`src/rtl/dfz_pkg.sv`:
```
package dfz_pkg;

  typedef enum logic [1:0] {
    DMA_IDLE = 2'd0,
    DMA_REQ  = 2'd1,
    DMA_OWN  = 2'd2,
    DMA_HALT = 2'd3
  } dma_st_e;

  // pass a request only while its agent is not halted
  function automatic logic live_pass(input logic req, input logic halted);
    return req & ~halted;
  endfunction

  // a bus cycle may be closed out: none pending, or its acknowledge arrives now
  function automatic logic cycle_clear(input logic busy, input logic ack);
    return ~busy | ack;
  endfunction

endpackage

```
`src/rtl/dfz_sync.sv`:
```
module dfz_sync #(
  parameter int STAGES = 2
) (
  input  logic clk,
  input  logic rst_n,
  input  logic async_i,
  output logic sync_o
);
  localparam int LAST = STAGES - 1;

  logic [LAST:0] chain_q;

  generate
    for (genvar s = 0; s <= LAST; s++) begin : g_stage
      if (s == 0) begin : g_first
        always_ff @(posedge clk or negedge rst_n) begin
          if (!rst_n) chain_q[s] <= 1'b0;
          else        chain_q[s] <= async_i;
        end
      end else begin : g_next
        always_ff @(posedge clk or negedge rst_n) begin
          if (!rst_n) chain_q[s] <= 1'b0;
          else        chain_q[s] <= chain_q[s-1];
        end
      end
    end
  endgenerate

  assign sync_o = chain_q[LAST];
endmodule

```
`src/rtl/dfz_dma_gate.sv`:
```
module dfz_dma_gate
  import dfz_pkg::*;
(
  input  logic clk,
  input  logic rst_n,
  input  logic frz_act_i,
  input  logic breq_i,
  input  logic grant_i,
  input  logic start_i,
  input  logic dtack_i,
  output logic br_o,
  output logic own_o,
  output logic go_o,
  output logic halted_o,
  output logic busy_o
);
  dma_st_e st_q, st_d;
  logic    busy_q;
  logic    done;
  logic    quiet;

  assign go_o  = (st_q == DMA_OWN) & start_i & ~frz_act_i & ~busy_q;
  assign done  = busy_q & dtack_i;
  assign quiet = cycle_clear(busy_q, dtack_i);

  always_comb begin
    st_d = st_q;
    unique case (st_q)
      DMA_IDLE: begin
        if (frz_act_i)   st_d = DMA_HALT;
        else if (breq_i) st_d = DMA_REQ;
      end
      DMA_REQ: begin
        if (frz_act_i)    st_d = DMA_HALT;
        else if (grant_i) st_d = DMA_OWN;
      end
      DMA_OWN: begin
        if (frz_act_i && quiet)                st_d = DMA_HALT;
        else if (!breq_i && quiet && !go_o)    st_d = DMA_IDLE;
      end
      DMA_HALT: begin
        if (!frz_act_i) st_d = DMA_IDLE;
      end
      default: st_d = DMA_IDLE;
    endcase
  end

  always_ff @(posedge clk or negedge rst_n) begin
    if (!rst_n) begin
      st_q   <= DMA_IDLE;
      busy_q <= 1'b0;
    end else begin
      st_q <= st_d;
      if (done)      busy_q <= 1'b0;
      else if (go_o) busy_q <= 1'b1;
    end
  end

  assign br_o     = (st_q == DMA_REQ);
  assign own_o    = (st_q == DMA_OWN);
  assign halted_o = (st_q == DMA_HALT);
  assign busy_o   = busy_q;
endmodule

```
`src/rtl/dfz_tmr_gate.sv`:
```
module dfz_tmr_gate
  import dfz_pkg::*;
#(
  parameter int NTMR = 3
) (
  input  logic            clk,
  input  logic            rst_n,
  input  logic            ctl_frz_i,
  input  logic [NTMR-1:0] en_i,
  input  logic [NTMR-1:0] cnt_i,
  input  logic [NTMR-1:0] cap_i,
  output logic [NTMR-1:0] frz_o,
  output logic [NTMR-1:0] cnt_o,
  output logic [NTMR-1:0] cap_o
);
  logic [NTMR-1:0] frz_q;

  generate
    for (genvar t = 0; t < NTMR; t++) begin : g_tmr
      always_ff @(posedge clk or negedge rst_n) begin
        if (!rst_n) frz_q[t] <= 1'b0;
        else        frz_q[t] <= ctl_frz_i & en_i[t];
      end
      assign cnt_o[t] = live_pass(cnt_i[t], frz_q[t]);
      assign cap_o[t] = live_pass(cap_i[t], frz_q[t]);
    end
  endgenerate

  assign frz_o = frz_q;
endmodule

```
`src/rtl/dbg_freeze_ctl.sv`:
```
module dbg_freeze_ctl
  import dfz_pkg::*;
#(
  parameter int NTMR        = 3,
  parameter int SYNC_STAGES = 2
) (
  input  logic            clk,
  input  logic            rst_n,
  input  logic            frz_async_i,
  input  logic            cfg_we_i,
  input  logic [NTMR-1:0] cfg_wdata_i,
  output logic [NTMR-1:0] cfg_rdata_o,
  input  logic            irq_req_i,
  input  logic            mem_req_i,
  input  logic            ser_req_i,
  output logic            irq_o,
  output logic            mem_o,
  output logic            ser_o,
  output logic            ctl_frz_o,
  input  logic            dma_breq_i,
  input  logic            dma_grant_i,
  input  logic            dma_start_i,
  input  logic            dma_dtack_i,
  output logic            dma_br_o,
  output logic            dma_own_o,
  output logic            dma_go_o,
  output logic            dma_frz_o,
  input  logic [NTMR-1:0] tmr_cnt_i,
  input  logic [NTMR-1:0] tmr_cap_i,
  output logic [NTMR-1:0] tmr_cnt_o,
  output logic [NTMR-1:0] tmr_cap_o,
  output logic [NTMR-1:0] tmr_frz_o
);
  // named internal events, also watched by the checker
  logic            frz_sync;
  logic            ctl_frz_q;
  logic            dma_busy;
  logic [NTMR-1:0] en_q;

  dfz_sync #(.STAGES(SYNC_STAGES)) u_sync (
    .clk     (clk),
    .rst_n   (rst_n),
    .async_i (frz_async_i),
    .sync_o  (frz_sync)
  );

  always_ff @(posedge clk or negedge rst_n) begin
    if (!rst_n) ctl_frz_q <= 1'b0;
    else        ctl_frz_q <= frz_sync;
  end

  always_ff @(posedge clk or negedge rst_n) begin
    if (!rst_n)        en_q <= '0;
    else if (cfg_we_i) en_q <= cfg_wdata_i;
  end

  assign cfg_rdata_o = en_q;
  assign ctl_frz_o   = ctl_frz_q;
  assign irq_o       = live_pass(irq_req_i, ctl_frz_q);
  assign mem_o       = live_pass(mem_req_i, ctl_frz_q);
  assign ser_o       = live_pass(ser_req_i, ctl_frz_q);

  dfz_dma_gate u_dma (
    .clk       (clk),
    .rst_n     (rst_n),
    .frz_act_i (ctl_frz_q),
    .breq_i    (dma_breq_i),
    .grant_i   (dma_grant_i),
    .start_i   (dma_start_i),
    .dtack_i   (dma_dtack_i),
    .br_o      (dma_br_o),
    .own_o     (dma_own_o),
    .go_o      (dma_go_o),
    .halted_o  (dma_frz_o),
    .busy_o    (dma_busy)
  );

  dfz_tmr_gate #(.NTMR(NTMR)) u_tmr (
    .clk       (clk),
    .rst_n     (rst_n),
    .ctl_frz_i (ctl_frz_q),
    .en_i      (en_q),
    .cnt_i     (tmr_cnt_i),
    .cap_i     (tmr_cap_i),
    .frz_o     (tmr_frz_o),
    .cnt_o     (tmr_cnt_o),
    .cap_o     (tmr_cap_o)
  );
endmodule

```
`config.mk`:
```
export PLATFORM = sky130hd
export DESIGN_NAME = dbg_freeze_ctl
export DESIGN_NICKNAME = d
export VERILOG_FILES = /design/src/rtl/dfz_pkg.sv /design/src/rtl/dfz_sync.sv /design/src/rtl/dfz_dma_gate.sv /design/src/rtl/dfz_tmr_gate.sv /design/src/rtl/dbg_freeze_ctl.sv
export SDC_FILE = /design/constraint.sdc
export NUM_CORES = 1
export LEC_CHECK = 0
export ABC_AREA = 0
export CAP_MARGIN = 20
export CORE_MARGIN = 1.5
export CORE_UTILIZATION = 34
export CTS_CLUSTER_DIAMETER = 50
export DETAILED_ROUTE_END_ITERATION = 10
export PLACE_DENSITY = 0.78
export SYNTH_ARGS = -nofsm -noshare
export SYNTH_HDL_FRONTEND = slang
export SYNTH_HIERARCHICAL = 1
export SYNTH_SLANG_ARGS = --single-unit
```
`constraint.sdc`:
```
create_clock -name clk -period 2.34 [get_ports clk]
set_clock_uncertainty 0.2 [all_clocks]
set_input_delay 0.468 -clock clk [delete_from_list [all_inputs] [get_ports clk]]
set_output_delay 0.468 -clock clk [all_outputs]
set_load 0.03 [all_outputs]
```
* Yosys cells after proc, flatten, opt, wreduce, memory -nomap -nowiden
Index checks and enable logic that the tools add are counted.
Cells by class: eq/ne operators 7, muxes and demuxes 10, bitwise gates (word level) 22, reduce and logical (&&, ||, !) cells 8
Operators by type and width (number):
- 1-bit AND | 16
- 2-bit two-way mux | 7
- 2-bit one-hot mux with 4 select lines | 1
- 1-bit inverter | 5
- 2-bit equality test, second input constant | 2
- 4-bit AND reduction | 1
- 1-bit logical AND | 3
- 3-bit by 1-bit inequality test with 1-bit output, second input constant | 1
- 3-bit by 2-bit inequality test with 1-bit output, second input constant | 1
- 3-bit inequality test, second input constant | 1
- 2-bit by 1-bit equality test with 1-bit output, second input constant | 1
- 1-bit logical NOT | 2
- 2-bit logical NOT | 1
- 1-bit two-way mux | 2
- 2-bit inequality test, second input constant | 1
- 2-bit nonzero test | 1
- 1-bit bitwise OR | 1
Storage, ports and cells: register bits after elaboration 12, input bits 20, output and inout port bits 20

* Logic depth before layout (Yosys ltp)
Gate-level depths: netlist (run 1).
depth after elaboration 9, gate-level depth with buffers 5, depth with buffers taken out 4

* By module
The synthesis (run 1) kept the hierarchy.
Modules (own cells, without submodules):
- dfz_dma_gate | times used 1, cells each 25, area each 249.0 um2
- dbg_freeze_ctl | times used 1, cells each 10, area each 152.6 um2
- dfz_tmr_gate | times used 1, cells each 12, area each 131.4 um2
- dfz_sync | times used 1, cells each 2, area each 50.0 um2

* Worst setup path before layout (run 1)
No wires, ideal clock.
kind register to output, start register ctl_frz_q, in the netlist ctl_frz_o, end output port dma_go_o, data arrival time 1.336 ns, path slack 0.336 ns, stages on the path, launching flop included 3, path buffers 0, cells stage by stage dfrtp_1 > or4_4 > inv_1
Between the ends: word-level cells in the longest chain between the ends 3
Ends and longest elaborated chain:
- from (decl) | line dbg_freeze_ctl.sv:36 | logic ctl_frz_q;
- from (signal assigned) | line dbg_freeze_ctl.sv:49 | else ctl_frz_q <= frz_sync;
- 1-bit inverter | line dfz_dma_gate.sv:22 | assign go_o = (st_q == DMA_OWN) & start_i & ~frz_act_i & ~busy_q;
- 1-bit AND (2 in series) | line dfz_dma_gate.sv:22
- to (decl) | line dbg_freeze_ctl.sv:26 | output logic dma_go_o,
No other way between the ends.

* Worst setup path after layout (run 1)
start input port dma_start_i, end output port dma_go_o
Between the ends: word-level cells in the longest chain between the ends 3
Ends and longest elaborated chain:
- from (decl) | line dbg_freeze_ctl.sv:22 | input logic dma_start_i,
- 1-bit AND (3 in series) | line dfz_dma_gate.sv:22
No other way between the ends.

==> impl_metrics.ini, run 1 <==
[outcome]
status = finished, violations left
violations = DRC

[sta]
hold_violations = 0
max_slew_margin = 0.666
fin_crit_sh = 0.984
max_freq_ghz = 0.434
timing.hold.ws_ns = 0.150
rsz0062_at_grt = false
slew_viol_final = 0
fin_crit_ns = 2.30
tightest_slew_ns = 0.499
fin_setup_tns_ns = 0
setup-violations-final = 0

[power]
ir_worst_vdd_uv = 534
power.leakage_nw = 0.476
pwr_density_cell_mw_per_mm2 = 836

[yosys]
synthArstFlopShare = 1.00
synth_xor_area_frac = 0
ys_seq_area_frac = 0.515
synth_edf_count = 0
yosysWarnings = 6
synth_cells = 49
synth_fp_nets = 69
syn-mean-instance-area_um2 = 11.9
synth.area.mux_share = 0.101
synth_compound_area_frac = 0.0858
synth_area_leader_cell = dfrtp_1
ys_types = 19
synth_top_family_by_area = simple AND/OR/NAND/NOR gates
synthAdderAreaFrac = 0
syn-cell-area_um2 = 583
synth_top_area_frac = 0.515
synth-seq-cells = 12
synthTopCellsByArea = dfrtp_1, nor2b_1, mux2_2, o311ai_4, and2_1
synthFlopType = dfrtp_1
synthSimpleGateAreaFrac = 0.266

[drt]
drt_iter0_markers = 12
totalWireLength_mm = 1.28
viasPerCell = 4.87
post_drt_wl_per_cell_um = 11.9
route.vias.total = 526
dr.pass1.iters = 9
drc = 2
drtAntennaViolNets = 0

[place]
portBuffers = 39
routabilityCongestion = 0.768
postPlaceCellArea_um2 = 972

[setup_path]
cp_max_fo = 2
endpoint_kind = output port
worstSetupStartpointType = input pin
critical_path_class = in -> out
worstRegToRegCells = 4
critPathArrivalTime_ns = 1.63
critPathRequiredTime_ns = 1.67

[floorplanning]
ioPinCount = 40
dieArea_mm2 = 0.00197
dieHeight_um = 44.4
core_area_mm2 = 0.00156
num_rows = 14
start_util = 0.374
die_width_um = 44.4

[global_routing]
grt_overflow = 0
grt_pass1_vias = 466
grt_pass1_wl_mm = 1.88
antenna_found_initial = 0
globalRouteTotalUtil = 0.133
grt_start_max_net_pins = 13

[hold_path]
holdPathStages = 0
hold_class = reg -> reg

[cells_and_area]
multi_input_area_um2 = 264
design_area_mm2 = 0.00100
antennaDiodeCount = 0
final_util = 0.644
area_delta_synth_final_pct = 72.3
drive_above_1_share = 0.283
final_nets = 114
layout.area.seq_um2 = 302
num-fill-cells = 133

[job]
cap_violations = 0

[clocking]
cts_tree = yes
ctsHtreeMaxLevel = 1
clock-sinks = 12
numCtsBuffers = 3
clockBufferDepth = 2
clk_pin_slew_ns = 0.06
insertion_delay_ns = 0.26
cts-root-buf = clkbuf_4
-- final cells by class --
type	count	share of cell area
clock buffers	3	0.0224
inverters	2	0.00747
multi-input cells	34	0.263
well taps	16	0.0199
flip-flops and latches	12	0.300
repair buffers	41	0.387
-- report_power, final --
group	total [mW]	internal, mW	switching (mW)
clock	0.114	0.0593	0.0551
sequential	0.302	0.244	0.0574
combinational	0.424	0.221	0.204
total	0.840	0.524	0.316
-- final timing paths --
| check | slack, ns | endpoint | from |
|---|---|---|---|
| setup / recovery | 0.04 | dma_go_o | dma_start_i |
| hold / removal | 0.15 | ctl_frz_o$_DFF_PN0_ | u_sync/sync_o$_DFF_PN0_ |
| setup reg to reg | 0.46 | u_dma/st_q[0]$_DFFE_PN0P_ | u_dma/st_q[0]$_DFFE_PN0P_ |
| hold reg to reg | 0.15 | ctl_frz_o$_DFF_PN0_ | u_sync/sync_o$_DFF_PN0_ |
| max in group asynchronous | 1.24 | u_dma/st_q[0]$_DFFE_PN0P_ | rst_n |
| min in group asynchronous | 0.34 | u_dma/st_q[1]$_DFFE_PN0P_ | rst_n |
-- layer usage --
metal | track usage | vias up | part of all wire
li1 | - | 250 | -
met1 | 0.139 | 250 | 0.40
met2 | 0.238 | 26 | 0.51
met3 | 0.0612 | 0 | 0.092
met4 | 0.0364 | 0 | 0
met5 | 0 | - | 0
-- logic make-up (layout without fill, tap and decap cells) --
| group | after synthesis | in the layout |
|---|---|---|
| flip-flops | 12 | 12 |
| AND/OR/NAND/NOR | 25 | 25 |
| multiplexers | 5 | 5 |
| buffers and inverters | 3 | 46 |
| AO/OA/AOI/OAI | 4 | 4 |
-- Yosys cell counts, types with 2 or more instances --
library cell,count
mux2_2,3
nor2b_1,12
inv_1,2
and2_1,3
nand2_1,2
dfrtp_1,12
nor2_1,3
-- state kept, by name, indices dropped and copies added, names as in the netlist --
name / flops
u_sync/chain_q: 1
u_tmr/frz_o: 3
ctl_frz_o: 1
u_dma/busy_o: 1
cfg_rdata_o: 3
u_sync/sync_o: 1
u_dma/st_q: 2
-- worst max-delay path: stages --
cell and delay [ns]:
clkdlybuf4s50_1 0.47, nand2_1 0.06, or4_4 0.44, inv_2 0.08, buf_6 0.12
-- through the flow --
| stage | std cells | power, mW | setup slack [ns] |
|---|---|---|---|
| 5_1_grt | 108 | 0.884 | 0.0285 |
| 4_1_cts | 108 | 0.847 | 0.0191 |
| 6_report | 108 | 0.840 | 0.0378 |
| 3_5_place_dp | 105 | 0.727 | 0.0254 |
| 2_1_floorplan | 49 | 0.584 | 0.336 |
| 3_3_place_gp | 105 | 0.718 | 0.0540 |
-- cells in the final DEF (no fill, tap or decap), drive strengths merged --
cell / instances
and2: 4
mux2: 4
clkdlybuf4s50: 27
or4: 1
nand2: 2
inv: 2
clkbuf: 3
nand3: 1
dlymetal6s2s: 2
nor2: 3
or2: 1
o22ai: 1
dfrtp: 12
a32oi: 1
mux2i: 1
o311ai: 1
nor2b: 12
or2b: 1
buf: 12
a22o: 1
-- what timing repair did --
item,in CTS,in global routing
gates resized for setup,1,4
endpoints found under the setup margin,1,3
gates cloned,0,0
hold buffers,0,0
setup buffers,0,0
(Power assumes the default switching activity.)
==> inputs of run 2 (changes only) <==
Settings changed: ABC_AREA 0 to 1, CTS_CLUSTER_SIZE set to 30, PLACE_DENSITY 0.78 to 0.77.
==> run 2 against run 1 <==
The run now ends clean. Core utilization grew 0.95 points. Cell count grew 33%. Synthesized cell count grew 71%. Area after synthesis grew 2.8%.
==> impl_metrics.ini, run 2 <==
[outcome]
status = finished, final reports clean

[global_routing]
grt_pass1_wl_mm = 2.23
grt_pass1_vias = 541
grt_overflow = 0
grt_start_max_net_pins = 15
globalRouteTotalUtil = 0.151
antenna_found_initial = 0

[yosys]
synth.most_common_cell = nand2_1
synth_top_area_frac = 0.501
synth_cells = 84
synth_fp_nets = 104
yosysWarnings = 6
synth_area_leader_cell = dfrtp_1
synth_commonest_cells = nand2_1, inv_1, nor2_1
ys_seq_area_frac = 0.501
syn-cell-area_um2 = 599
synthFlopType = dfrtp_1
syn-mean-instance-area_um2 = 7.13
synth_edf_count = 0
ys_types = 11
synthArstFlopShare = 1.00
synthTopCellsByArea = dfrtp_1, nand2_1, inv_1, nor2_1, nand2_2
synth-seq-cells = 12

[place]
portBuffers = 39
placedCellCount = 140
routabilityCongestion = 0.693
hpwlAfterDp_mm = 1.20

[floorplanning]
core_area_mm2 = 0.00158
die_width_um = 45.0
start_util = 0.380
ioPinCount = 40
dieHeight_um = 45.0
dieArea_mm2 = 0.00202
num_rows = 14

[setup_path]
critical_path_class = reg -> out
cp_max_fo = 6
endpoint_kind = output port
worstSetupStartpointType = register
critPathRequiredTime_ns = 1.67
critPathArrivalTime_ns = 1.58

[cells_and_area]
num-fill-cells = 138
drive_above_1_share = 0.180
antennaDiodeCount = 0
final_cells = 144
area_delta_synth_final_pct = 72.0
final_nets = 149
final_common_cell = clkdlybuf4s50_1
mostFrequentLayoutCells = clkdlybuf4s50_1, nand2_1, inv_1

[clocking]
post-cts-setup-buffers = 0
clockBufferDepth = 2
insertion_delay_ns = 0.26
ctsHtreeMaxLevel = 1
numCtsBuffers = 3
clock-sinks = 12
cts-root-buf = clkbuf_4
clk_pin_slew_ns = 0.07
cts_tree = yes

[hold_path]
hold_class = reg -> reg

[sta]
tightest_slew_ns = 0.514
max_slew_margin = 0.656
hold_violations = 0
fin_setup_tns_ns = 0
setup-violations-final = 0
fin_crit_sh = 0.962
slew_viol_final = 0
max_freq_ghz = 0.444
rsz0062_at_grt = false
fin_crit_ns = 2.25

[power]
power.leakage_nw = 0.594
ir_worst_vdd_uv = 428
pwr_density_cell_mw_per_mm2 = 812

[job]
cap_violations = 0

[drt]
post_drt_wl_per_cell_um = 9.72
dr.pass1.iters = 4
viasPerCell = 4.25
drtAntennaViolNets = 0
drc = 0
drt_iter0_markers = 11
totalWireLength_mm = 1.40
route.vias.total = 612
-- run 2: what timing repair did --
item / 4_1_cts / 5_1_grt
hold buffers: 0 / 0
gates resized for setup: 0 / 1
setup endpoints to repair: 0 / 1
-- run 2: critical path, cell delays in order (launching register included) --
cell             delay, ns
dfrtp_1               0.45
nor2_2                0.18
clkdlybuf4s50_1       0.69
-- run 2: final timing paths --
kind,start,endpoint,slack [ns],cells after the start
worst max-delay path,u_dma/st_q[0]$_DFFE_PN0P_,dma_own_o,0.09,2
worst min-delay path,u_sync/chain_q[0]$_DFF_PN0_,u_sync/sync_o$_DFF_PN0_,0.15,0
worst max register to register,ctl_frz_o$_DFF_PN0_,u_dma/st_q[1]$_DFFE_PN0P_,0.94,7
worst min register to register,u_sync/chain_q[0]$_DFF_PN0_,u_sync/sync_o$_DFF_PN0_,0.15,0
max in group asynchronous,rst_n,u_dma/busy_o$_DFFE_PN0P_,1.25,1
min in group asynchronous,rst_n,ctl_frz_o$_DFF_PN0_,0.35,1
-- run 2: stage by stage --
stage          cell area [um^2]  hold WS (ns)  power, mW   util  setup WS [ns]
6_report                   1030         0.154      0.837  0.654         0.0901
5_1_grt                    1030         0.158      0.895  0.654        0.00800
4_1_cts                    1030         0.158      0.846  0.652         0.0433
3_5_place_dp                992         0.140      0.687  0.629          0.343
3_3_place_gp                992         0.132      0.673  0.629          0.390
2_1_floorplan               599       -0.0276      0.525      -          0.531
-- run 2: routing by layer --
layer / vias to the layer above / wire [um] / global-route usage
met1: 249 / 596 / 0.187
met5: - / 0 / 0
met2: 23 / 675 / 0.257
met4: 0 / 10 / 0.0353
li1: 336 / - / -
met3: 4 / 117 / 0.0480
-- run 2: layout make-up --
class	instances	area (um^2)	area share
Clock buffer	4	36.3	0.0352
Multi-Input combinational cell	53	228	0.221
Timing Repair Buffer	40	375	0.364
Tap cell	16	20.0	0.0194
Sequential cell	12	300	0.291
Inverter	19	71.3	0.0692
-- run 2: kinds of logic (layout without fill, tap and decap cells) --
| group | Yosys count | count (layout) | share of synthesized area |
|---|---|---|---|
| buffers and inverters | 19 | 63 | 0.119 |
| AND/OR/NAND/NOR | 48 | 48 | 0.338 |
| AO/OA/AOI/OAI | 5 | 5 | 0.0417 |
| flip-flops | 12 | 12 | 0.501 |
-- run 2: power by group --
group	total (mW)	internal [mW]	switching (mW)	leakage [nW]
clock	0.157	0.0943	0.0630	0.0210
combinational	0.400	0.165	0.235	0.425
sequential	0.280	0.241	0.0385	0.148
